## src/rtl/stop_seq_pkg.sv

```systemverilog
package stop_seq_pkg;

  localparam int unsigned SEL_W = 3;

  typedef enum logic [1:0] {
    ST_RUN  = 2'd0,
    ST_STOP = 2'd1,
    ST_HALT = 2'd2,
    ST_STAB = 2'd3
  } sseq_state_e;

  typedef enum logic [1:0] {
    SRC_HS   = 2'd0,
    SRC_RING = 2'd1,
    SRC_SUB  = 2'd2,
    SRC_RSVD = 2'd3
  } clk_src_e;

  // log2 of the stabilization wait for a select code
  function automatic int unsigned wait_log2(input logic [SEL_W-1:0] sel,
                                            input int unsigned base);
    case (sel)
      3'd0:    return base;
      3'd1:    return base + 2;
      3'd2:    return base + 3;
      3'd3:    return base + 4;
      default: return base + 5;
    endcase
  endfunction

endpackage

```

## src/rtl/wake_detect.sv

```systemverilog
module wake_detect #(
  parameter int unsigned N_IRQ = 8
) (
  input  logic [N_IRQ-1:0] irq_flag_i,
  input  logic [N_IRQ-1:0] irq_mask_i,
  output logic             wake_o
);

  logic [N_IRQ-1:0] live;

  for (genvar i = 0; i < N_IRQ; i++) begin : g_src
    assign live[i] = irq_flag_i[i] & ~irq_mask_i[i];
  end

  assign wake_o = |live;

endmodule

```

## src/rtl/stab_timer.sv

```systemverilog
module stab_timer
  import stop_seq_pkg::*;
#(
  parameter int unsigned BASE_LOG2 = 11,
  localparam int unsigned CNT_W = BASE_LOG2 + 6
) (
  input  logic             clk_i,
  input  logic             rst_ni,
  input  logic             load_i,
  input  logic [SEL_W-1:0] sel_i,
  output logic             done_o
);

  localparam logic [CNT_W-1:0] ONE = {{(CNT_W-1){1'b0}}, 1'b1};

  logic [CNT_W-1:0] cnt_q;
  logic             active_q;

  always_ff @(posedge clk_i or negedge rst_ni) begin
    if (!rst_ni) begin
      cnt_q    <= '0;
      active_q <= 1'b0;
    end else if (load_i) begin
      cnt_q    <= (ONE << wait_log2(sel_i, BASE_LOG2)) - ONE;
      active_q <= 1'b1;
    end else if (active_q) begin
      if (cnt_q == '0) active_q <= 1'b0;
      else             cnt_q    <= cnt_q - ONE;
    end
  end

  assign done_o = active_q && (cnt_q == '0);

  assert_no_early_done_R7: assert property (@(posedge clk_i) disable iff (!rst_ni)
    load_i |=> !done_o);

  assert_done_single_R7: assert property (@(posedge clk_i) disable iff (!rst_ni)
    (done_o && !load_i) |=> !done_o);

endmodule

```

## src/rtl/stop_fsm.sv

```systemverilog
module stop_fsm
  import stop_seq_pkg::*;
(
  input  logic        clk_i,
  input  logic        rst_ni,
  input  logic        stop_req_i,
  input  logic [1:0]  clk_src_i,
  input  logic        wake_i,
  input  logic        timer_done_i,
  output logic        timer_load_o,
  output logic        hs_osc_en_o,
  output logic        cpu_clk_en_o,
  output logic        resume_o
);

  sseq_state_e state_q, state_d;
  logic        src_ok;

  assign src_ok = (clk_src_i == SRC_HS) || (clk_src_i == SRC_RING);

  always_comb begin
    state_d      = state_q;
    timer_load_o = 1'b0;
    unique case (state_q)
      ST_RUN:  if (stop_req_i && src_ok) state_d = wake_i ? ST_HALT : ST_STOP;
      ST_STOP: if (wake_i) begin
                 state_d      = ST_STAB;
                 timer_load_o = 1'b1;
               end
      ST_HALT: begin
                 state_d      = ST_STAB;
                 timer_load_o = 1'b1;
               end
      ST_STAB: if (timer_done_i) state_d = ST_RUN;
      default: state_d = ST_RUN;
    endcase
  end

  // outputs registered from next state: glitch-free enables
  always_ff @(posedge clk_i or negedge rst_ni) begin
    if (!rst_ni) begin
      state_q      <= ST_RUN;
      hs_osc_en_o  <= 1'b1;
      cpu_clk_en_o <= 1'b1;
      resume_o     <= 1'b0;
    end else begin
      state_q      <= state_d;
      hs_osc_en_o  <= (state_d != ST_STOP);
      cpu_clk_en_o <= (state_d == ST_RUN);
      resume_o     <= (state_q == ST_STAB) && (state_d == ST_RUN);
    end
  end

  assert_enter_stop_R2: assert property (@(posedge clk_i) disable iff (!rst_ni)
    (state_q == ST_RUN && stop_req_i && src_ok && !wake_i) |=> (!hs_osc_en_o && !cpu_clk_en_o));

  assert_ignore_src_R3: assert property (@(posedge clk_i) disable iff (!rst_ni)
    (state_q == ST_RUN && stop_req_i && (clk_src_i == SRC_SUB || clk_src_i == SRC_RSVD))
      |=> (cpu_clk_en_o && hs_osc_en_o));

  assert_stop_hold_R4: assert property (@(posedge clk_i) disable iff (!rst_ni)
    (state_q == ST_STOP && !wake_i) |=> !hs_osc_en_o);

  assert_wake_osc_R5: assert property (@(posedge clk_i) disable iff (!rst_ni)
    (state_q == ST_STOP && wake_i) |=> (hs_osc_en_o && !cpu_clk_en_o));

  assert_fallback_R6: assert property (@(posedge clk_i) disable iff (!rst_ni)
    (state_q == ST_RUN && stop_req_i && src_ok && wake_i) |=> (hs_osc_en_o && !cpu_clk_en_o));

  assert_resume_pulse_R8: assert property (@(posedge clk_i) disable iff (!rst_ni)
    resume_o |=> !resume_o);

  assert_resume_clk_R8: assert property (@(posedge clk_i) disable iff (!rst_ni)
    $rose(cpu_clk_en_o) |-> resume_o);

  assert_busy_gated_R10: assert property (@(posedge clk_i) disable iff (!rst_ni)
    (state_q == ST_STAB && !timer_done_i) |=> !cpu_clk_en_o);

endmodule

```

## src/rtl/stop_sequencer.sv

```systemverilog
module stop_sequencer
  import stop_seq_pkg::*;
#(
  parameter int unsigned N_IRQ     = 8,
  parameter int unsigned BASE_LOG2 = 11
) (
  input  logic             clk_i,
  input  logic             rst_ni,
  input  logic             stop_req_i,
  input  logic [1:0]       clk_src_i,
  input  logic [N_IRQ-1:0] irq_flag_i,
  input  logic [N_IRQ-1:0] irq_mask_i,
  input  logic [2:0]       osc_wait_sel_i,
  input  logic             ring_lock_i,
  input  logic             ring_sw_off_i,
  output logic             hs_osc_en_o,
  output logic             cpu_clk_en_o,
  output logic             ring_en_o,
  output logic             resume_o
);

  logic wake;
  logic timer_load;
  logic timer_done;

  wake_detect #(.N_IRQ(N_IRQ)) u_wake (
    .irq_flag_i (irq_flag_i),
    .irq_mask_i (irq_mask_i),
    .wake_o     (wake)
  );

  stab_timer #(.BASE_LOG2(BASE_LOG2)) u_timer (
    .clk_i  (clk_i),
    .rst_ni (rst_ni),
    .load_i (timer_load),
    .sel_i  (osc_wait_sel_i),
    .done_o (timer_done)
  );

  stop_fsm u_fsm (
    .clk_i        (clk_i),
    .rst_ni       (rst_ni),
    .stop_req_i   (stop_req_i),
    .clk_src_i    (clk_src_i),
    .wake_i       (wake),
    .timer_done_i (timer_done),
    .timer_load_o (timer_load),
    .hs_osc_en_o  (hs_osc_en_o),
    .cpu_clk_en_o (cpu_clk_en_o),
    .resume_o     (resume_o)
  );

  // ring oscillator: standby never touches it, only the lock/software pair
  assign ring_en_o = ring_lock_i | ~ring_sw_off_i;

  assert_ring_lock_R9: assert property (@(posedge clk_i) disable iff (!rst_ni)
    ring_lock_i |-> ring_en_o);

endmodule

```

## config.mk

```make
export PLATFORM = sky130hd
export DESIGN_NAME = stop_sequencer
export DESIGN_NICKNAME = d
export VERILOG_FILES = /design/src/rtl/stop_seq_pkg.sv /design/src/rtl/wake_detect.sv /design/src/rtl/stab_timer.sv /design/src/rtl/stop_fsm.sv /design/src/rtl/stop_sequencer.sv
export SDC_FILE = /design/constraint.sdc
export NUM_CORES = 1
export LEC_CHECK = 0
export BUFFER_PORTS_ARGS = -buffer_cell sky130_fd_sc_hd__clkbuf_2
export CAP_MARGIN = 5
export CORE_MARGIN = 4
export CORE_UTILIZATION = 25
export CTS_CLUSTER_DIAMETER = 40
export DETAILED_ROUTE_END_ITERATION = 8
export GPL_ROUTABILITY_DRIVEN = 0
export PLACE_DENSITY = 0.5
export SYNTH_ARGS = -nofsm -noshare
export SYNTH_HDL_FRONTEND = slang
export SYNTH_HIERARCHICAL = 1
export SYNTH_SLANG_ARGS = --single-unit
```

## constraint.sdc

```tcl
create_clock -name clk_i -period 8.55 [get_ports clk_i]
set_input_delay 0.855 -clock clk_i [delete_from_list [all_inputs] [get_ports clk_i]]
set_output_delay 0.855 -clock clk_i [all_outputs]
set_load 0.02 [all_outputs]
```

==> flow_metrics.tcl <==
set metrics [dict create \
    powerDensity_nw_per_um2 103 \
    drv_cap 0 \
    tightest_slew_ns 0.586 \
    cts_setup_buffers 0 \
    vias 1328 \
    io-pin-count 30 \
    antenna_found_initial 0 \
    fin_crit_sh_pct 40.5 \
    clock_skew_ns 0.00711 \
    dpl-instance-area_um2 1800 \
    drtPass1Iterations 5 \
    start_kind "input pin" \
    clock_power_share_pct 36.8 \
    fin_crit_ns 3.47 \
    yosysTopAreaCellShare_pct 33.3 \
    rsz0062_at_grt "no" \
    finalSetupViolCount 0 \
    synth_ff_type "dfrtp_1" \
    p_switching_uw 42.1 \
    post-route-drc-count 0 \
    drtIter0Drc 57 \
    min_to "u_timer/cnt_q[5]" \
    hp-class "reg2reg" \
    ctsHtreeMaxLevel 1 \
    track_usage_pct 9.89 \
    ys_warn_count 6 \
    final_nets 231 \
    final_core_util_pct 30.6 \
    cts_max_path_buffers 2 \
    worst_ep_arrival_time_ns 3.66 \
    areaGrowthSynthToFinish_pct 17.0 \
    totalWireLength_mm 3.51 \
    ctsHoldBuffers 0 \
    crit_path_end_kind "register" \
    port-buffer-count 28 \
    root_buffer "clkbuf_8" \
    min_from "u_timer/cnt_q[5]" \
    core_um2 6030 \
    p_leak_nw 0.769 \
    final_max_slew_viol_count 0 \
    tns_ns 0 \
    pwr-share-seq_pct 57.3 \
    post_cts_resized 0 \
    netlist_instances 170 \
    crit_required_ns 8.75 \
    power_uw 190 \
    die_w_um 87.4 \
    ys_seq_area_share_pct 36.7 \
    antenna_cells 0 \
    syn_area_um2 1580 \
    r2r_setup_slack_ns 5.28 \
    swShare_pct 22.2 \
    crit_type "in2reg" \
    status "finished, final reports clean" \
    syn_avg_cell_area_um2 9.27 \
    internal_power_uw 148 \
    hpwlAfterDp_mm 2.71 \
    postRouteAntennaNets 0 \
    rows 28 \
    grt_pass1_wl_mm 6.04 \
    initial_core_util_pct 26.2 \
    crit_path_start "irq_flag_i[0]" \
    synth_fp_nets 202 \
    reg2reg_to "u_timer/cnt_q[16]" \
    holdPathStages 2 \
    synth_area_leaders "dfrtp_1 (33%), ha_1 (4.8%), inv_1 (4.0%)" \
    cts.clk_slew.worst_paths_ns 0.09 \
    finalHoldViolCount 0 \
    cts_sinks 23 \
    area.sequential_um2 578 \
    vias_per_cell 4.86 \
    worst-path-max-fanout 20 \
    synthAdderAreaFrac_pct 4.76 \
    synth_compound_area_share_pct 19.9 \
    die_area_um2 7640 \
    gr-total-overflow 0 \
    grt_pass1_vias 1296 \
    cts_buffers 3 \
    synth.distinct_cells 51 \
    synth_top_area_cell "dfrtp_1" \
    ys_ff_latch 23 \
    hold_ws_ns 0.550 \
    die_y_um 87.4 \
    synth_mux_area_share_pct 2.22 \
    reg2reg_depth 13 \
    fmax_ghz 0.289 \
    drive_gt1_share_pct 27.8 \
    wl_per_cell_um 12.8 \
    ir_drop_mv 0.0713 \
    n_fill_cell 647 \
    cts_tree "done" \
    yosys.area_share.simple_pct 27.1 \
    p_comb_share_pct 5.9 \
    synth-xor-area-share_pct 3.89 \
    clk_latency_ns 0.27 \
    synth_edf_count 0 \
    multi_input_area_um2 912 \
    synth_top_family_by_area "simple AND/OR/NAND/NOR gates" \
    async_reset_ff_share_pct 100 \
    grt_max_degree 24 \
    slew_headroom_pct 60.9 \
    reg2reg_from "u_fsm/state_q[0]" \
    finalInstanceArea_um2 1840 \
]
-- layout make-up --
| cell class | instances | area share (%) |
|---|---|---|
| Tap cell | 75 | 5.09 |
| Inverter | 18 | 3.66 |
| Clock buffer | 4 | 2.44 |
| Timing Repair Buffer | 29 | 8.01 |
| Sequential cell | 23 | 31.3 |
| Multi-Input combinational cell | 124 | 49.5 |
-- per-stage QoR --
step,worst slack (ns),std cells
CTS,5.06,273
detailed placement,4.78,269
finish,5.08,273
global route,4.77,273
floorplan,5.01,170
global placement,4.78,269
-- critical path, cell delays in order --
cell      delay (ns)
clkbuf_2        0.07
inv_1           0.03
o22ai_1         0.16
or4_1           0.18
a21oi_1         0.07
nor2b_1         0.11
buf_4           0.23
inv_1           0.31
nand2_1         0.15
ha_1            0.37
inv_1           0.14
a211oi_1        0.30
nand4_2         0.15
or4_1           0.44
o211ai_2        0.08
-- power groups by stage --
stage | sequential [mW] | clock (mW) | combinational, mW
2_1_floorplan | 0.111 | 0 | 0.00296
3_3_place_gp | 0.111 | 0 | 0.0112
3_5_place_dp | 0.111 | 0 | 0.0116
4_1_cts | 0.109 | 0.0730 | 0.0116
5_1_grt | 0.109 | 0.0766 | 0.0129
6_report | 0.109 | 0.0697 | 0.0113
-- layer usage --
layer	GRT usage (%)	share of wire, %	vias to the layer above
met5	0	0	-
met4	3.21	0.68	0
met3	2.46	4.6	2
met2	16.0	48	19
met1	12.9	46	632
li1	-	-	675
-- synth_stat cells (5+ instances only) --
| cell | number |
|---|---|
| clkbuf_1 | 5 |
| ha_1 | 6 |
| nor2_1 | 12 |
| inv_1 | 17 |
| dfrtp_1 | 21 |
| nand3_1 | 5 |
| nand2_1 | 17 |
| a21oi_1 | 9 |
| nand4_1 | 5 |
-- layout by cell type (no fill, tap or decap), types with 2 or more instances in the layout --
master / netlist / routed
clkbuf_2: 0 / 28
dfrtp_1: 21 / 21
inv_1: 17 / 17
nand2_1: 17 / 17
nor2_1: 12 / 12
a21oi_1: 9 / 9
ha_1: 6 / 6
nand3_1: 5 / 5
nand4_1: 5 / 5
or4_4: 4 / 4
xor2_1: 4 / 4
o211ai_1: 4 / 4
nor3_1: 4 / 4
o22ai_1: 4 / 4
clkbuf_8: 0 / 3
nor2b_1: 3 / 3
a211oi_1: 3 / 3
o21ai_0: 3 / 3
nor4_1: 3 / 3
or4_1: 3 / 3
xnor2_1: 3 / 3
nand2b_1: 2 / 2
o21ai_1: 2 / 2
dfstp_2: 2 / 2
mux2i_1: 2 / 2
-- registers in the layout, indices dropped and copies added (netlist names) --
signal	cells
u_fsm/resume_o	1
u_fsm/state_q	2
u_timer/active_q	1
u_fsm/cpu_clk_en_o	1
u_timer/cnt_q	17
u_fsm/hs_osc_en_o	1
-- worst max path at each step --
| stage | endpoint | depth (start not counted) | slack [ns] |
|---|---|---|---|
| global route | u_timer/cnt_q[16] | 15 | 4.77 |
| CTS | u_timer/cnt_q[12] | 14 | 5.06 |
| floorplan | u_timer/cnt_q[16] | 16 | 5.01 |
| global placement | u_timer/cnt_q[12] | 14 | 4.78 |
| finish | u_timer/cnt_q[16] | 15 | 5.08 |
| detailed placement | u_timer/cnt_q[12] | 14 | 4.78 |
-- cell families (layout without fill, tap and decap cells) --
group           after synthesis  in the layout
buf+inv                      23             51
compound gates               38             38
simple gates                 70             70
flops                        23             23
fa+ha+maj                     6              6
mux                           3              3
xor+xnor                      7              7
Power figures use the tool's default switching activity.
